File: src/rtl/scan_tap_pkg.sv
package scan_tap_pkg;

  localparam int IR_W = 4;
  localparam int ID_W = 32;

  typedef enum logic [3:0] {
    TLR, RTI, SEL_DR, CAP_DR, SHF_DR, EX1_DR, PAU_DR, EX2_DR, UPD_DR,
    SEL_IR, CAP_IR, SHF_IR, EX1_IR, PAU_IR, EX2_IR, UPD_IR
  } tap_state_e;

  localparam logic [IR_W-1:0] IR_EXTEST = 4'b0000;
  localparam logic [IR_W-1:0] IR_IDCODE = 4'b0001;
  localparam logic [IR_W-1:0] IR_SAMPLE = 4'b0010;
  localparam logic [IR_W-1:0] IR_TRIBYP = 4'b0011;
  localparam logic [IR_W-1:0] IR_SETBYP = 4'b0100;
  localparam logic [IR_W-1:0] IR_BYPASS = 4'b1111;
  localparam logic [IR_W-1:0] IR_CAPTURE = 4'b0001;

  typedef enum logic [1:0] {DR_BYPASS, DR_IDENT, DR_BOUND} dr_sel_e;

  function automatic tap_state_e tap_next(tap_state_e s, logic m);
    case (s)
      TLR:     return m ? TLR    : RTI;
      RTI:     return m ? SEL_DR : RTI;
      SEL_DR:  return m ? SEL_IR : CAP_DR;
      CAP_DR:  return m ? EX1_DR : SHF_DR;
      SHF_DR:  return m ? EX1_DR : SHF_DR;
      EX1_DR:  return m ? UPD_DR : PAU_DR;
      PAU_DR:  return m ? EX2_DR : PAU_DR;
      EX2_DR:  return m ? UPD_DR : SHF_DR;
      UPD_DR:  return m ? SEL_DR : RTI;
      SEL_IR:  return m ? TLR    : CAP_IR;
      CAP_IR:  return m ? EX1_IR : SHF_IR;
      SHF_IR:  return m ? EX1_IR : SHF_IR;
      EX1_IR:  return m ? UPD_IR : PAU_IR;
      PAU_IR:  return m ? EX2_IR : PAU_IR;
      EX2_IR:  return m ? UPD_IR : SHF_IR;
      default: return m ? SEL_DR : RTI;
    endcase
  endfunction

endpackage

File: src/rtl/scan_tap_fsm.sv
module scan_tap_fsm
  import scan_tap_pkg::*;
(
  input  logic       tck,
  input  logic       rst_n,
  input  logic       tms,
  output tap_state_e state
);

  always_ff @(posedge tck or negedge rst_n) begin
    if (!rst_n) state <= TLR;
    else        state <= tap_next(state, tms);
  end

endmodule

File: src/rtl/scan_tap_ir.sv
module scan_tap_ir
  import scan_tap_pkg::*;
(
  input  logic            tck,
  input  logic            rst_n,
  input  logic            soft_rst,
  input  logic            stop,
  input  tap_state_e      state,
  input  logic            tdi,
  output logic [IR_W-1:0] ir_shift,
  output logic [IR_W-1:0] ir_active,
  output dr_sel_e         dr_sel,
  output logic            test_mode,
  output logic            force_hiz
);

  // shift stage: rising edge
  always_ff @(posedge tck or negedge rst_n) begin
    if (!rst_n)                ir_shift <= IR_CAPTURE;
    else if (state == CAP_IR)  ir_shift <= IR_CAPTURE;
    else if (state == SHF_IR)  ir_shift <= {tdi, ir_shift[IR_W-1:1]};
  end

  // active stage: falling edge
  always_ff @(negedge tck or negedge rst_n) begin
    if (!rst_n)                                      ir_active <= IR_IDCODE;
    else if (soft_rst || stop || state == TLR)       ir_active <= IR_IDCODE;
    else if (state == UPD_IR)                        ir_active <= ir_shift;
  end

  always_comb begin
    dr_sel    = DR_BYPASS;
    test_mode = 1'b0;
    force_hiz = 1'b0;
    case (ir_active)
      IR_EXTEST: begin dr_sel = DR_BOUND; test_mode = 1'b1; end
      IR_SAMPLE: dr_sel = DR_BOUND;
      IR_IDCODE: dr_sel = DR_IDENT;
      IR_SETBYP: test_mode = 1'b1;
      IR_TRIBYP: force_hiz = 1'b1;
      default:   dr_sel = DR_BYPASS;
    endcase
  end

endmodule

File: src/rtl/scan_bsr_cell.sv
module scan_bsr_cell (
  input  logic tck,
  input  logic rst_n,
  input  logic cap_en,
  input  logic shift_en,
  input  logic upd_en,
  input  logic par_in,
  input  logic ser_in,
  output logic ser_out,
  output logic par_out
);

  always_ff @(posedge tck or negedge rst_n) begin
    if (!rst_n)        ser_out <= 1'b0;
    else if (cap_en)   ser_out <= par_in;
    else if (shift_en) ser_out <= ser_in;
  end

  always_ff @(negedge tck or negedge rst_n) begin
    if (!rst_n)      par_out <= 1'b0;
    else if (upd_en) par_out <= ser_out;
  end

endmodule

File: src/rtl/scan_tap_dr.sv
module scan_tap_dr
  import scan_tap_pkg::*;
#(
  parameter int              BSR_LEN  = 16,
  parameter logic [ID_W-1:0] ID_VALUE = 32'h1A5C_3E02
) (
  input  logic               tck,
  input  logic               rst_n,
  input  tap_state_e         state,
  input  dr_sel_e            dr_sel,
  input  logic               tdi,
  input  logic [BSR_LEN-1:0] pin_in,
  output logic               dr_so,
  output logic [BSR_LEN-1:0] bsr_out
);

  localparam logic [ID_W-1:0] ID_CAP = ID_VALUE | {{(ID_W-1){1'b0}}, 1'b1};

  logic            byp_q;
  logic [ID_W-1:0] id_sr;
  logic [BSR_LEN:0] chain;

  wire cap  = (state == CAP_DR);
  wire shf  = (state == SHF_DR);
  wire upd  = (state == UPD_DR);
  wire bsel = (dr_sel == DR_BOUND);

  always_ff @(posedge tck or negedge rst_n) begin
    if (!rst_n) byp_q <= 1'b0;
    else if (dr_sel == DR_BYPASS) begin
      if (cap)      byp_q <= 1'b0;
      else if (shf) byp_q <= tdi;
    end
  end

  always_ff @(posedge tck or negedge rst_n) begin
    if (!rst_n) id_sr <= ID_CAP;
    else if (dr_sel == DR_IDENT) begin
      if (cap)      id_sr <= ID_CAP;
      else if (shf) id_sr <= {tdi, id_sr[ID_W-1:1]};
    end
  end

  assign chain[BSR_LEN] = tdi;

  for (genvar i = 0; i < BSR_LEN; i++) begin : g_cell
    scan_bsr_cell u_cell (
      .tck      (tck),
      .rst_n    (rst_n),
      .cap_en   (cap && bsel),
      .shift_en (shf && bsel),
      .upd_en   (upd && bsel),
      .par_in   (pin_in[i]),
      .ser_in   (chain[i+1]),
      .ser_out  (chain[i]),
      .par_out  (bsr_out[i])
    );
  end

  always_comb begin
    case (dr_sel)
      DR_IDENT: dr_so = id_sr[0];
      DR_BOUND: dr_so = chain[0];
      default:  dr_so = byp_q;
    endcase
  end

endmodule

File: src/rtl/scan_tap_top.sv
module scan_tap_top
  import scan_tap_pkg::*;
#(
  parameter int              BSR_LEN  = 16,
  parameter logic [ID_W-1:0] ID_VALUE = 32'h1A5C_3E02
) (
  input  logic               tck,
  input  logic               rst_n,
  input  logic               tms,
  input  logic               tdi,
  input  logic               soft_rst,
  input  logic               stop,
  input  logic [BSR_LEN-1:0] pin_in,
  output logic               tdo,
  output logic               tdo_oe,
  output logic [BSR_LEN-1:0] bsr_out,
  output logic               test_mode,
  output logic               force_hiz
);

  tap_state_e      state;
  dr_sel_e         dr_sel;
  logic [IR_W-1:0] ir_shift;
  logic [IR_W-1:0] ir_active;
  logic            dr_so;

  scan_tap_fsm u_fsm (
    .tck   (tck),
    .rst_n (rst_n),
    .tms   (tms),
    .state (state)
  );

  scan_tap_ir u_ir (
    .tck       (tck),
    .rst_n     (rst_n),
    .soft_rst  (soft_rst),
    .stop      (stop),
    .state     (state),
    .tdi       (tdi),
    .ir_shift  (ir_shift),
    .ir_active (ir_active),
    .dr_sel    (dr_sel),
    .test_mode (test_mode),
    .force_hiz (force_hiz)
  );

  scan_tap_dr #(.BSR_LEN(BSR_LEN), .ID_VALUE(ID_VALUE)) u_dr (
    .tck     (tck),
    .rst_n   (rst_n),
    .state   (state),
    .dr_sel  (dr_sel),
    .tdi     (tdi),
    .pin_in  (pin_in),
    .dr_so   (dr_so),
    .bsr_out (bsr_out)
  );

  always_ff @(negedge tck or negedge rst_n) begin
    if (!rst_n) begin
      tdo    <= 1'b0;
      tdo_oe <= 1'b0;
    end else begin
      tdo    <= (state == SHF_IR) ? ir_shift[0] : dr_so;
      tdo_oe <= (state == SHF_IR) || (state == SHF_DR);
    end
  end

endmodule

File: config.mk
export PLATFORM = sky130hd
export DESIGN_NAME = scan_tap_top
export DESIGN_NICKNAME = d
export VERILOG_FILES = /design/src/rtl/scan_tap_pkg.sv /design/src/rtl/scan_tap_fsm.sv /design/src/rtl/scan_tap_ir.sv /design/src/rtl/scan_bsr_cell.sv /design/src/rtl/scan_tap_dr.sv /design/src/rtl/scan_tap_top.sv
export SDC_FILE = /design/constraint.sdc
export NUM_CORES = 1
export LEC_CHECK = 0
export BUFFER_PORTS_ARGS = -buffer_cell sky130_fd_sc_hd__buf_2
export CORE_ASPECT_RATIO = 1.75
export CORE_UTILIZATION = 50
export DETAILED_ROUTE_END_ITERATION = 10
export GPL_TIMING_DRIVEN = 0
export PLACE_DENSITY = 0.69
export RECOVER_POWER = 25
export SETUP_SLACK_MARGIN = 0.3
export SYNTH_ARGS = -nofsm -noshare
export SYNTH_HDL_FRONTEND = slang
export SYNTH_SLANG_ARGS = --single-unit
File: constraint.sdc
create_clock -name tck -period 3.3 [get_ports tck]
set_input_delay 0.165 -clock tck [delete_from_list [all_inputs] [get_ports tck]]
set_output_delay 0.165 -clock tck [all_outputs]
set_load 0.005 [all_outputs]
== Yosys cells after proc, flatten, opt, wreduce, memory -nomap -nowiden ==
Cells that the tools add are included.

* Bits in registers: 79
* Bits of input ports: 22
* Output and inout bits: 20

* Eq/ne operators: 20
* Multiplexer cells: 58
* Reductions and logical operators: 19

{| class="wikitable"
|+ Operator list
! cell !! number
|-
| $mux W32 || 2
|-
| $pmux W4 S11 || 1
|-
| $mux W1 || 40
|-
| $eq A4 B4 Y1 const B || 8
|-
| $mux W4 || 8
|-
| $eq A4 B3 Y1 const B || 5
|-
| $eq A4 B2 Y1 const B || 4
|-
| $logic_not A4 Y1 || 2
|-
| $reduce_bool A2 Y1 || 4
|-
| $reduce_or A2 Y1 || 4
|-
| $mux W2 || 3
|-
| $mux W3 || 2
|-
| $eq A4 B1 Y1 const B || 1
|-
| $pmux W2 S2 || 1
|-
| $reduce_and A2 Y1 || 2
|-
| $logic_and A1 B1 Y1 || 3
|-
| $logic_or A1 B1 Y1 || 3
|-
| $eq A2 B1 Y1 const B || 1
|-
| $eq A2 B2 Y1 const B || 1
|-
| $logic_not A2 Y1 || 1
|-
| $pmux W1 S2 || 1
|}

== Logic depth before layout (Yosys ltp) ==
* Depth in word-level cells: 7
* Gate-level depth with buffers: 7

== Modules after synthesis ==
From an unflattened synthesis, not the netlist that was laid out.

* Cells, all modules: 274
* Area, all modules: 3,474.6 µm²

{| class="wikitable"
|+ Modules (own cells, without submodules)
! module !! times used !! cells an instance !! area an instance (µm²) !! seq. area each (µm²)
|-
| scan_tap_dr || 1 || 100 || 1,390.1 || 843.3
|-
| scan_bsr_cell || 16 || 6 || 83.8 || 50.0
|-
| scan_tap_ir || 1 || 35 || 359.1 || 202.7
|-
| scan_tap_fsm || 1 || 37 || 300.3 || 100.1
|-
| scan_tap_top || 1 || 6 || 83.8 || 50.0
|}

==> results_dict.tcl <==
set metrics [dict create \
    outcome "finished, violations left" \
    violations "negative setup slack" \
    row_count 42 \
    whs_ns 0.128 \
    area_growth_pct 29.4 \
    cp.arrival_ns 3.74 \
    avgSynthCellArea_um2 11.9 \
    crit_required_ns 3.52 \
    final_util_pct 66.9 \
    dr.pass1.iters 4 \
    vias_per_cell 5.25 \
    vdd_ir_drop_max_mv 0.624 \
    drcViolationCount 0 \
    drive_gt1_share_pct 49.9 \
    cts_num_sinks 79 \
    grt_pass1_wl_um 12700 \
    syn_nets 354 \
    rr_worst_depth 6 \
    vias 2611 \
    ys_ff_latch 79 \
    htreeDepth 3 \
    cts_buffers 9 \
    pin_count 42 \
    nNetsFinal 429 \
    relSlewSlack_pct 63.2 \
    synthFlopType "dfrtp_1" \
    setup_viol 48 \
    synthTopCellsByCount "42 x dfrtp_1, 42 x mux2_2, 28 x nand2_1" \
    die_height_um 119 \
    p_per_area_nw_per_um2 755 \
    syn_area_um2 3910 \
    cts_tree "yes" \
    maxCapViolCount 0 \
    clk_latency_ns 0.39 \
    ant_nets 0 \
    place.gp.congestion 0.732 \
    rsz0062_at_grt "yes" \
    hold_path_depth 3 \
    first_global_vias 2694 \
    wirelength_um 8020 \
    dp_hpwl_um 5000 \
    yosys.area.top_type "dfrtp_1" \
    grt_max_degree 50 \
    criticalPathCategory "flip-flop to flip-flop" \
    core_area_um2 7570 \
    ys_types 43 \
    root_buffer "clkbuf_16" \
    die_w_um 68.9 \
    antenna_found_initial 0 \
    drtIter0Drc 136 \
    skew_ns 0.0555 \
    hold_path_class "primary input to flip-flop" \
    worstMarginPinSlew_ns 0.553 \
    die_area_um2 8190 \
    layout_setup_ws_ns -0.224 \
    clkSlewWorstSetupHoldPaths_ns 0.06 \
    synth_edf_count 0 \
    dpl-instance-area_um2 4340 \
    track_usage_pct 21.2 \
    leakage_nw 2.56 \
    floorplan.initialDensity_pct 51.7 \
    cp-start-kind "flip-flop" \
    async_flop_share_pct 100 \
    syn_inst 329 \
    port_buffers 41 \
    synth.top_cell.area_share_pct 26.9 \
    synth_area_leaders "dfrtp_1 27%, dfrtn_1 13%, mux2_2 12%" \
    place_ws_ns -0.213 \
    diodes 0 \
    hold_violations 0 \
    final-max-slew-violation-count 0 \
    ys_warn_count 0 \
    synth-seq-area-share_pct 51.1 \
    routedWlPerCell_um 16.1 \
    grt-ovfl-total 0 \
    cts_buffer_depth 2 \
    fin_area_um2 5060 \
    crit_fanout 10 \
    fill_cells 595 \
    crit_path_end_kind "flip-flop" \
]
cell usage in the layout (no fill, tap or decap), drive strengths merged, types with 2 or more instances in the layout:
cell type,n
dfstp,16
o21ai,7
nor3b,3
nor2b,3
nand3b,2
nand3,3
o211ai,3
dfrtn,21
a21oi,4
nand2b,2
mux2,65
bufinv,2
clkbuf,21
a211o,2
nor4b,2
ha,3
buf,92
mux2i,21
nor2,25
nand2,28
inv,21
a21boi,2
dfrtp,42
nor3,3
path summary, 6_finish.rpt:
| kind | slack (ns) | endpoint | from |
|---|---|---|---|
| setup reg to reg | -0.22 | u_dr.id_sr[23] | u_ir.ir_active[0] |
| hold / removal | 0.13 | u_dr.id_sr[31] | tdi |
| setup / recovery | -0.22 | u_dr.id_sr[23] | u_ir.ir_active[0] |
| hold reg to reg | 0.46 | u_dr.g_cell[2].u_cell.par_out | u_dr.g_cell[2].u_cell.par_out |
| min in group asynchronous | 0.31 | u_ir.ir_shift[1] | rst_n |
| max in group asynchronous | 0.85 | u_dr.g_cell[15].u_cell.par_out | rst_n |
critical path, cell delays in order, from the launching register on:
cell and delay, ns:
dfstp_2 0.56, nand2_2 0.06, nor2_1 0.10, ha_2 0.20, a21boi_4 0.28, buf_12 0.19
mux2_4 0.31
flip-flops by register name (all words and copies together) (netlist names):
register                    count
tdo                             1
tdo_oe                          1
u_dr.byp_q                      1
u_dr.g_cell.u_cell.par_out     16
u_dr.g_cell.u_cell.ser_out     16
u_dr.id_sr                     32
u_fsm.state                     4
u_ir.ir_active                  4
u_ir.ir_shift                   4
cell families (layout without fill, tap and decap cells):
logic type	count (synthesis)	in the layout	share of synthesized area, %
AO/OA/AOI/OAI	24	24	4.61
XOR/XNOR	1	1	0.224
adder cells (fa/ha/maj)	3	3	0.960
buffers and inverters	58	138	8.45
flip-flops	79	79	51.1
multiplexers	86	86	25.0
AND/OR/NAND/NOR	78	78	9.66
stage by stage:
step           setup TNS, ns  power [mW]  instances
2_1_floorplan          -1.28        2.29        329
3_3_place_gp           -7.18        2.51        458
3_5_place_dp           -7.42        2.55        459
4_1_cts                -6.85        3.69        489
5_1_grt               -11.22        4.02        497
6_report               -8.08        3.82        497
routing by layer:
| metal | share of wire (%) | up-vias | track usage, % |
|---|---|---|---|
| met5 | 0 | - | 0 |
| met4 | 1.6 | 0 | 7.65 |
| met3 | 3.5 | 12 | 5.17 |
| met2 | 54 | 54 | 35.6 |
| met1 | 41 | 1304 | 25.3 |
| li1 | - | 1241 | - |
repair_timing:
item,in CTS,in global routing
setup buffers,11,7
pin swaps,3,3
cloned,2,1
hold buffers,1,0
hold endpoints to repair,17,0
endpoints found under the setup margin,71,71
resized for setup,32,26
cell type report:
class / instances / area [um^2] / share of cell area [%]
flip-flops and latches: 79 / 2000 / 39.5
multi-input cells: 192 / 1770 / 35.0
repair buffers: 64 / 495 / 9.79
plain buffers: 37 / 305 / 6.03
clock buffers: 13 / 260 / 5.14
well taps: 88 / 110 / 2.17
inverters: 20 / 75.1 / 1.48
clock inverters: 4 / 43.8 / 0.865
power breakdown:
group          switching [mW]  internal [mW]  total [mW]
Sequential              0.110           1.25        1.36
Clock                   0.368          0.624       0.993
Combinational           0.691          0.779        1.47
Note: power is estimated with default switching activity, not from simulation.
